**src/rtl/irq_reg_if.sv**
```systemverilog
module irq_reg_if #(
  parameter int NUM_IRQ = 64,
  parameter int ADDR_W  = 14,
  parameter int IDX_W   = $clog2(NUM_IRQ)
) (
  input  logic              clk,
  input  logic              rst_n,
  input  logic              bus_valid,
  input  logic              bus_write,
  input  logic [1:0]        bus_size,
  input  logic [ADDR_W-1:0] bus_addr,
  input  logic [31:0]       bus_wdata,
  output logic              rsp_valid,
  output logic              rsp_err,
  output logic [31:0]       rsp_rdata,
  output logic [3:0]        st_cmd,
  output logic [IDX_W-1:0]  st_index,
  output logic [31:0]       st_wdata,
  input  logic [31:0]       st_rdata,
  output logic              dom_ie,
  output logic              scan_req,
  output logic              msg_valid,
  output logic [13:0]       msg_hart,
  output logic [10:0]       msg_eiid
);
  localparam int NW = (NUM_IRQ + 31) / 32;
  localparam int CFG_END = 4 + 4 * (NUM_IRQ - 1);
  localparam int TGT_END = 32'h3004 + 4 * (NUM_IRQ - 1);

  logic [31:0] a, num, rd, wd, genmsi_q;
  logic [31:0] idx32;
  logic [3:0]  cmd;
  logic        hit, num_ok, err, acc_ok, is_dom, is_msi;

  function automatic logic [31:0] word_mask(input logic [31:0] w);
    logic [31:0] m;
    for (int b = 0; b < 32; b++) begin
      m[b] = ((w * 32 + b) >= 1) && ((w * 32 + b) < NUM_IRQ);
    end
    return m;
  endfunction

  function automatic logic in_map(input logic [31:0] x, input int base);
    return (x >= base) && (x < base + 4 * NW);
  endfunction

  assign a      = 32'(bus_addr);
  assign num    = (a == 32'h2004) ? {bus_wdata[7:0], bus_wdata[15:8], bus_wdata[23:16], bus_wdata[31:24]}
                                  : bus_wdata;
  assign num_ok = (num >= 1) && (num < NUM_IRQ);
  assign is_dom = (a == 32'h0000);
  assign is_msi = (a == 32'h3000);

  always_comb begin
    cmd = 4'd0; idx32 = '0; wd = '0; rd = '0; hit = 1'b1;
    if (is_dom) begin
      rd = 32'h8000_0004 | {23'd0, dom_ie, 8'd0};
    end else if (a >= 4 && a < CFG_END) begin
      idx32 = ((a - 4) >> 2) + 1;
      cmd   = bus_write ? 4'd6 : 4'd1;
      wd    = bus_wdata[10] ? 32'd0 : {29'd0, bus_wdata[2:0]};
      rd    = st_rdata;
    end else if (a >= 32'h3004 && a < TGT_END) begin
      idx32 = ((a - 32'h3004) >> 2) + 1;
      cmd   = bus_write ? 4'd7 : 4'd2;
      wd    = bus_wdata & 32'hFFFF_F7FF;
      rd    = st_rdata;
    end else if (in_map(a, 32'h1C00)) begin
      idx32 = (a - 32'h1C00) >> 2;
      cmd   = bus_write ? 4'd8 : 4'd3;
      wd    = bus_wdata & word_mask(idx32);
      rd    = st_rdata;
    end else if (in_map(a, 32'h1D00)) begin
      idx32 = (a - 32'h1D00) >> 2;
      cmd   = bus_write ? 4'd9 : 4'd5;
      wd    = bus_wdata & word_mask(idx32);
      rd    = st_rdata;
    end else if (in_map(a, 32'h1E00)) begin
      idx32 = (a - 32'h1E00) >> 2;
      cmd   = bus_write ? 4'd10 : 4'd4;
      wd    = bus_wdata & word_mask(idx32);
      rd    = st_rdata;
    end else if (in_map(a, 32'h1F00)) begin
      idx32 = (a - 32'h1F00) >> 2;
      cmd   = bus_write ? 4'd11 : 4'd0;
      wd    = bus_wdata & word_mask(idx32);
    end else if (a == 32'h1CDC || a == 32'h1DDC || a == 32'h1EDC || a == 32'h1FDC ||
                 a == 32'h2000 || a == 32'h2004) begin
      idx32 = num >> 5;
      wd    = 32'd1 << num[4:0];
      if (bus_write && num_ok) begin
        case (a)
          32'h1DDC: cmd = 4'd9;
          32'h1EDC: cmd = 4'd10;
          32'h1FDC: cmd = 4'd11;
          default:  cmd = 4'd8;
        endcase
      end
    end else if (is_msi) begin
      rd = genmsi_q;
    end else begin
      hit = 1'b0;
    end
  end

  assign err      = (bus_size != 2'd2) || (a[1:0] != 2'd0) || !hit;
  assign acc_ok   = bus_valid && !err;
  assign st_cmd   = acc_ok ? cmd : 4'd0;
  assign st_index = (st_cmd != 4'd0) ? idx32[IDX_W-1:0] : '0;
  assign st_wdata = (st_cmd >= 4'd6) ? wd : 32'd0;

  always_ff @(posedge clk or negedge rst_n) begin
    if (!rst_n) begin
      rsp_valid <= 1'b0;
      rsp_err   <= 1'b0;
      rsp_rdata <= '0;
      scan_req  <= 1'b0;
      msg_valid <= 1'b0;
      msg_hart  <= '0;
      msg_eiid  <= '0;
      dom_ie    <= 1'b0;
      genmsi_q  <= '0;
    end else begin
      rsp_valid <= bus_valid;
      rsp_err   <= bus_valid && err;
      rsp_rdata <= (acc_ok && !bus_write) ? rd : 32'd0;
      scan_req  <= acc_ok && bus_write;
      msg_valid <= acc_ok && bus_write && is_msi;
      if (acc_ok && bus_write && is_dom) dom_ie <= bus_wdata[8];
      if (acc_ok && bus_write && is_msi) begin
        genmsi_q <= bus_wdata & 32'hFFFC_0FFF;
        msg_hart <= bus_wdata[31:18];
        msg_eiid <= bus_wdata[10:0];
      end
    end
  end
endmodule

```
**config.mk**
```make
export PLATFORM = sky130hd
export DESIGN_NAME = irq_reg_if
export DESIGN_NICKNAME = d
export VERILOG_FILES = /design/src/rtl/irq_reg_if.sv
export SDC_FILE = /design/constraint.sdc
export NUM_CORES = 1
export LEC_CHECK = 0
export BUFFER_PORTS_ARGS = -buffer_cell sky130_fd_sc_hd__buf_2
export CAP_MARGIN = 20
export CORE_ASPECT_RATIO = 1.1
export CORE_MARGIN = 5
export CORE_UTILIZATION = 38
export DETAILED_ROUTE_END_ITERATION = 8
export SKIP_LAST_GASP = 1
export SYNTH_ARGS = -nofsm -noshare
export SYNTH_HDL_FRONTEND = slang
export SYNTH_SLANG_ARGS = --single-unit
```
**constraint.sdc**
```tcl
create_clock -name clk -period 4.4 [get_ports clk]
set_input_delay 0.44 -clock clk [delete_from_list [all_inputs] [get_ports clk]]
set_output_delay 0.44 -clock clk [all_outputs]
set_load 0.005 [all_outputs]
```
# == Word-level counts from Yosys, hierarchy flattened ==
# Cells that the tools add are included.
# totals
reg_bits,88
input_bits,84
out_inout_bits,104
word_cells,636
# op_classes
n_addsub,132
magnitude_cmp,271
n_eq_ne,8
shifts,1
muxes,56
bitwise_logic,4
reduce_logical,155
# op_table
cell,n
">= comparator 32 x 1 -> 1 bit, second input constant",129
"less-than comparator 32 x 7 -> 1 bit, second input constant",129
"adder 18 x 6 -> 19 bit, second input constant",64
two-way mux 32 bit,20
"adder 18 x 5 -> 19 bit, second input constant",32
"adder 18 x 4 -> 19 bit, second input constant",16
"adder 18 x 3 -> 19 bit, second input constant",8
logical AND 1 bit,142
bitwise AND 32 bit,4
"adder 18 x 2 -> 19 bit, second input constant",4
"subtractor 14 x 13 -> 15 bit, second input constant",4
"equality test 14 x 13 -> 1 bit, second input constant",4
">= comparator 14 x 13 -> 1 bit, second input constant",4
"less-than comparator 14 x 13 -> 1 bit, second input constant",4
two-way mux 4 bit,14
two-way mux 6 bit,9
"equality test 14 bit, second input constant",3
zero test 32 bit,1
"<< shifter 1 x 5 -> 32 bit, first input constant",1
"subtractor 8 x 3 -> 8 bit, second input constant",2
">= comparator 14 bit, second input constant",1
">= comparator 14 x 3 -> 1 bit, second input constant",1
"less-than comparator 14 bit, second input constant",1
"less-than comparator 14 x 9 -> 1 bit, second input constant",1
10 further kinds,29

# == Depth between registers and ports, before layout ==
# logic_depth
word_depth,21
depth_mapped,13
ltp_nobuf,10

# == Least setup slack after synthesis ==
# OpenSTA, ideal clock, no wires.
# synth_path
path_type,input to output
startpoint,input port bus_addr[9]
endpoint,output port st_index[0]
t_arrival_ns,3.185
required_time_ns,3.960
path_slack_ns,0.775
path_stages,11
path_buffers,1
path_cell_list,inv_1 ha_1 nor4bb_1 nand4_1 mux2i_1 a311oi_1 nor3b_1 a211oi_1 or4_4 buf_6 a21oi_1
# synth_between
elab_chain_cells,21
word_cells_on_any_way,70
classes_between,order compare: 14; eq/ne: 7; mux: 30; reduce/logical: 19
# synth_lines
element,line_no,text
"start, declared",11,"input logic [ADDR_W-1:0] bus_addr,"
branches (longest 20 deep; another with >= comparator 32 x 1 -> 1 bit),-,
two-way mux 6 bit *,109,assign st_index = (st_cmd != 4'd0) ? idx32[IDX_W-1:0] : '0;
"end, declared",17,"output logic [IDX_W-1:0] st_index,"
# Every way passes the cells marked *.

# == Worst setup path in the final report ==
# layout_path
startpoint,input port bus_addr[9]
endpoint,output port st_wdata[3]
# layout_between
elab_chain_cells,21
word_cells_on_any_way,95
classes_between,add/sub: 8; order compare: 23; eq/ne: 7; shift: 1; mux: 30; bitwise: 4; reduce/logical: 22
# layout_lines
element,line_no,text
branches (longest 20 deep; another with >= comparator 32 x 1 -> 1 bit),-,
two-way mux 32 bit *,110,assign st_wdata = (st_cmd >= 4'd6) ? wd : 32'd0;
"end, declared",18,"output logic [31:0] st_wdata,"
# Marked as above.

==> flow_summary_export.csv <==
group,metric,value,unit
outcome,status,"complete, no violations",
critical_path,critPathBufInv,4,
yosys,ys.flop_type,"dfrtp_1",
floorplanning,die_h,130,microns
placed_design,place_area,0.00602,sq mm
cells_and_area,fin_util,0.502,
sta,hold_viol,0,
cells_and_area,diodes,0,
power_and_ir_drop,power,1490,uW
route,drt_iter0_drc,594,
clock_network,clockRootBuffer,"clkbuf_16",
route,num_vias,5566,
sta,max_freq,236,MHz
yosys,muxShareOfSynthArea,0.0781,
placed_design,io_buffer_count,187,
flow_run,max_cap_viol_count,0,
yosys,synth.avg_cell_area,8.37,sq um
yosys,synthDistinctLibCells,69,
power_and_ir_drop,clkPwrFrac,0.471,
sta,finalCriticalPeriod,4.24,ns
route,route.detailed.wl_per_inst,21.5,microns
clock_network,cts_tree,"done",
floorplanning,start_util,0.389,
sta,worst_clock_skew,0.00456,ns
clock_network,clock_latency,0.32,ns
yosys,syn_inst,590,
cells_and_area,fin_area,0.00637,sq mm
critical_path,path_class,"primary input to output port",
cells_and_area,fin_nets,870,
critical_path,r2r_cells,2,
yosys,syn-num-nets,685,
yosys,synthXorXnorAreaFrac,0.00355,
critical_path,crit_path_end_kind,"output port",
critical_path,r2r_start,"msg_eiid[8]",
critical_path,startpoint,"bus_addr[9]",
sta,relSlewSlack,0.456,
hold_path,min_to,"rsp_valid",
hold_path,min_path_type,"primary input to flop",
grt,antenna_found_initial,0,
yosys,ys_seq_elements,63,
placed_design,gp_congestion,0.960,
route,drc,0,
sta,rsz0062_at_grt,"yes",
power_and_ir_drop,p_int,1090,uW
critical_path,worstPathRequired,3.96,ns
clock_network,clk_pin_slew_worst_paths,0.05,ns
grt,grt_pass1_wl,30.2,mm
critical_path,worstPathMaxFanout,14,
floorplanning,design.core.area,0.0127,sq mm
route,ant_nets,0,
sta,period_share,0.963,
grt,grt_pass1_vias,5395,
critical_path,slowest_stage,"or4bb_1",
power_and_ir_drop,power_density,234,mW/mm^2
power_and_ir_drop,power_frac_seq,0.389,
critical_path,cp_cell_sequence,"buf_2, inv_1, ha_1, or4bb_1, nor4_4, mux2i_1, a311oi_2, o21ai_0, a211oi_2, buf_4, a31oi_4, nor2_1, buf_2",
cells_and_area,drive_above_1_share,0.351,
yosys,yosysTopAreaCell,"dfrtp_1",
clock_network,postCtsHoldBufs,0,
sta,setup_viol,0,
yosys,synthTopCellsByArea,"dfrtp_1 32%, a22oi_1 5.6%, a21oi_1 4.9%, nor2_1 4.8%, mux2_1 4.3%",
grt,grt_max_degree,64,
critical_path,critPathMaxStageDelay,0.58,ns
sta,worst_pin_slew,0.805,ns
power_and_ir_drop,cellLeakagePower,0.00308,uW
power_and_ir_drop,p_sw,401,uW
power_and_ir_drop,pwr-share-comb,0.140,
hold_path,holdCritStartpoint,"bus_valid",
route,viasPerCell,5.94,
yosys,synth_top_area_frac,0.319,
floorplanning,die_w,119,microns
floorplanning,rows,43,
yosys,async_reset_ff_frac,1.00,
floorplanning,die_area,0.0154,sq mm
floorplanning,io_pins,188,
route,routed_wirelength,20.2,mm
yosys,synth_top_family_by_area,"simple AND/OR/NAND/NOR gates",
critical_path,crit_top_cell,"buf_2",
sta,maxSlewViolCount,0,
critical_path,r2r-end,"rsp_rdata[8]",
clock_network,cts_buffer_depth,2,
placed_design,dp_hpwl,16.0,mm
clock_network,htreeDepth,3,
yosys,yosys_warnings,0,
critical_path,critPathTopFamily,"simple AND/OR/NAND/NOR gates",
yosys,synth-compound-area-share,0.218,
route,first_pass_iters,5,
hold_path,whs_path_depth,1,
cells_and_area,area_growth,29.0,%
yosys,syn-cell-area,0.00494,sq mm
critical_path,regToRegSetupSlack,3.51,ns
clock_network,clkSinkCount,63,
yosys,synth_fa_ha_area_frac,0.0279,
power_and_ir_drop,ir_drop,0.197,mV
critical_path,cp.arrival,3.80,ns
clock_network,cts_made_buffers,9,
grt,grt.overflow.total,0,
critical_path,cp-start-kind,"primary input",
yosys,yosys.area_share.simple,0.269,
grt,grt_usage,0.250,
power_and_ir_drop,p_sw_frac,0.268,
yosys,synth_edf_count,0,
yosys,ys_seq_area_frac,0.319,
placed cells by master, fill, tap and decap left out, drive strengths merged, types with 11 or more instances in the layout:
cell type and count:
nor3 15, a21oi 48, mux2 28, a22oi 37
nor4 11, inv 15, nand3 37, o21ai 19
ha 11, dfrtp 63, nor2 64, nand2 51
buf 229
layer usage:
metal	vias up	track usage	share of wire
met2	327	0.401	0.46
li1	2536	-	-
met3	33	0.0563	0.089
met1	2670	0.341	0.43
met5	-	0	0
met4	0	0.0736	0.020
logic make-up after synthesis:
| family | count (synthesis) |
|---|---|
| simple gates | 253 |
| compound gates | 156 |
| buf+inv | 70 |
| flops | 63 |
| mux | 35 |
| fa+ha+maj | 11 |
| xor+xnor | 2 |
area by class of cell:
class | count | area [sq um]
Clock buffer | 9 | 225
Clock inverter | 7 | 72.6
Fill cell | 1269 | 6330
Inverter | 14 | 52.6
Multi-Input combinational cell | 458 | 2980
Sequential cell | 63 | 1580
Tap cell | 157 | 196
Timing Repair Buffer | 229 | 1260
power by group through the flow:
stage	clock (uW)	sequential, uW	combinational [uW]
floorplan	0	592	87.9
global placement	0	591	203
detailed placement	0	591	203
CTS	717	581	204
global route	742	581	227
finish	703	581	209
stage by stage:
stage / hold slack, ns / setup TNS [ns] / instances / setup slack (ns)
after detailed placement: 0.504 / 0 / 918 / 0.00432
final: 0.251 / 0 / 937 / 0.164
after global placement: 0.496 / 0 / 918 / 0.252
after CTS: 0.244 / 0 / 934 / 0.0234
after global routing: 0.249 / -0.0398 / 937 / -0.0189
after floorplan: 0.144 / 0 / 590 / 0.775
worst max path at each step:
stage	end	slack, ns	cells after the start
2_1_floorplan	st_index[0]	0.78	11
3_5_place_dp	st_wdata[10]	0.004	12
6_report	st_wdata[3]	0.16	13
3_3_place_gp	st_wdata[13]	0.25	11
4_1_cts	st_wdata[10]	0.02	12
5_1_grt	st_wdata[26]	-0.02	13
synthesized netlist by cell type, types with 3 or more instances:
library cell	instances
buf_4	26
nor4b_1	5
and2_1	10
o21ai_0	17
nor2_1	63
o21a_1	5
a21oi_1	48
buf_1	4
o22ai_1	5
or3_1	9
nor3b_1	7
and3_1	6
a211oi_1	5
o211ai_1	5
inv_1	14
nor4_1	10
or4_1	3
nand3b_1	6
or4_4	3
mux2_1	19
nor2b_1	7
dfrtp_1	63
clkbuf_1	16
a211o_1	3
mux2_2	9
nand3_1	37
mux2i_1	7
or2_2	3
ha_1	11
buf_6	7
nand2_1	51
nor3_1	14
nand2b_1	4
nand4_1	4
a31oi_1	3
a22oi_1	37
a221oi_1	5
repair_timing:
action,in CTS,in global routing
endpoints found under the setup margin,1,36
gates cloned,0,1
pin swaps,1,1
gates resized for setup,0,3
buffers inserted,0,2
flip-flops by register name, summed over array words and instances (netlist names):
signal     count
msg_hart      14
msg_eiid      10
dom_ie         1
rsp_valid      1
rsp_rdata     32
genmsi_q       2
rsp_err        1
scan_req       1
msg_valid      1
(Power assumes the default switching activity.)
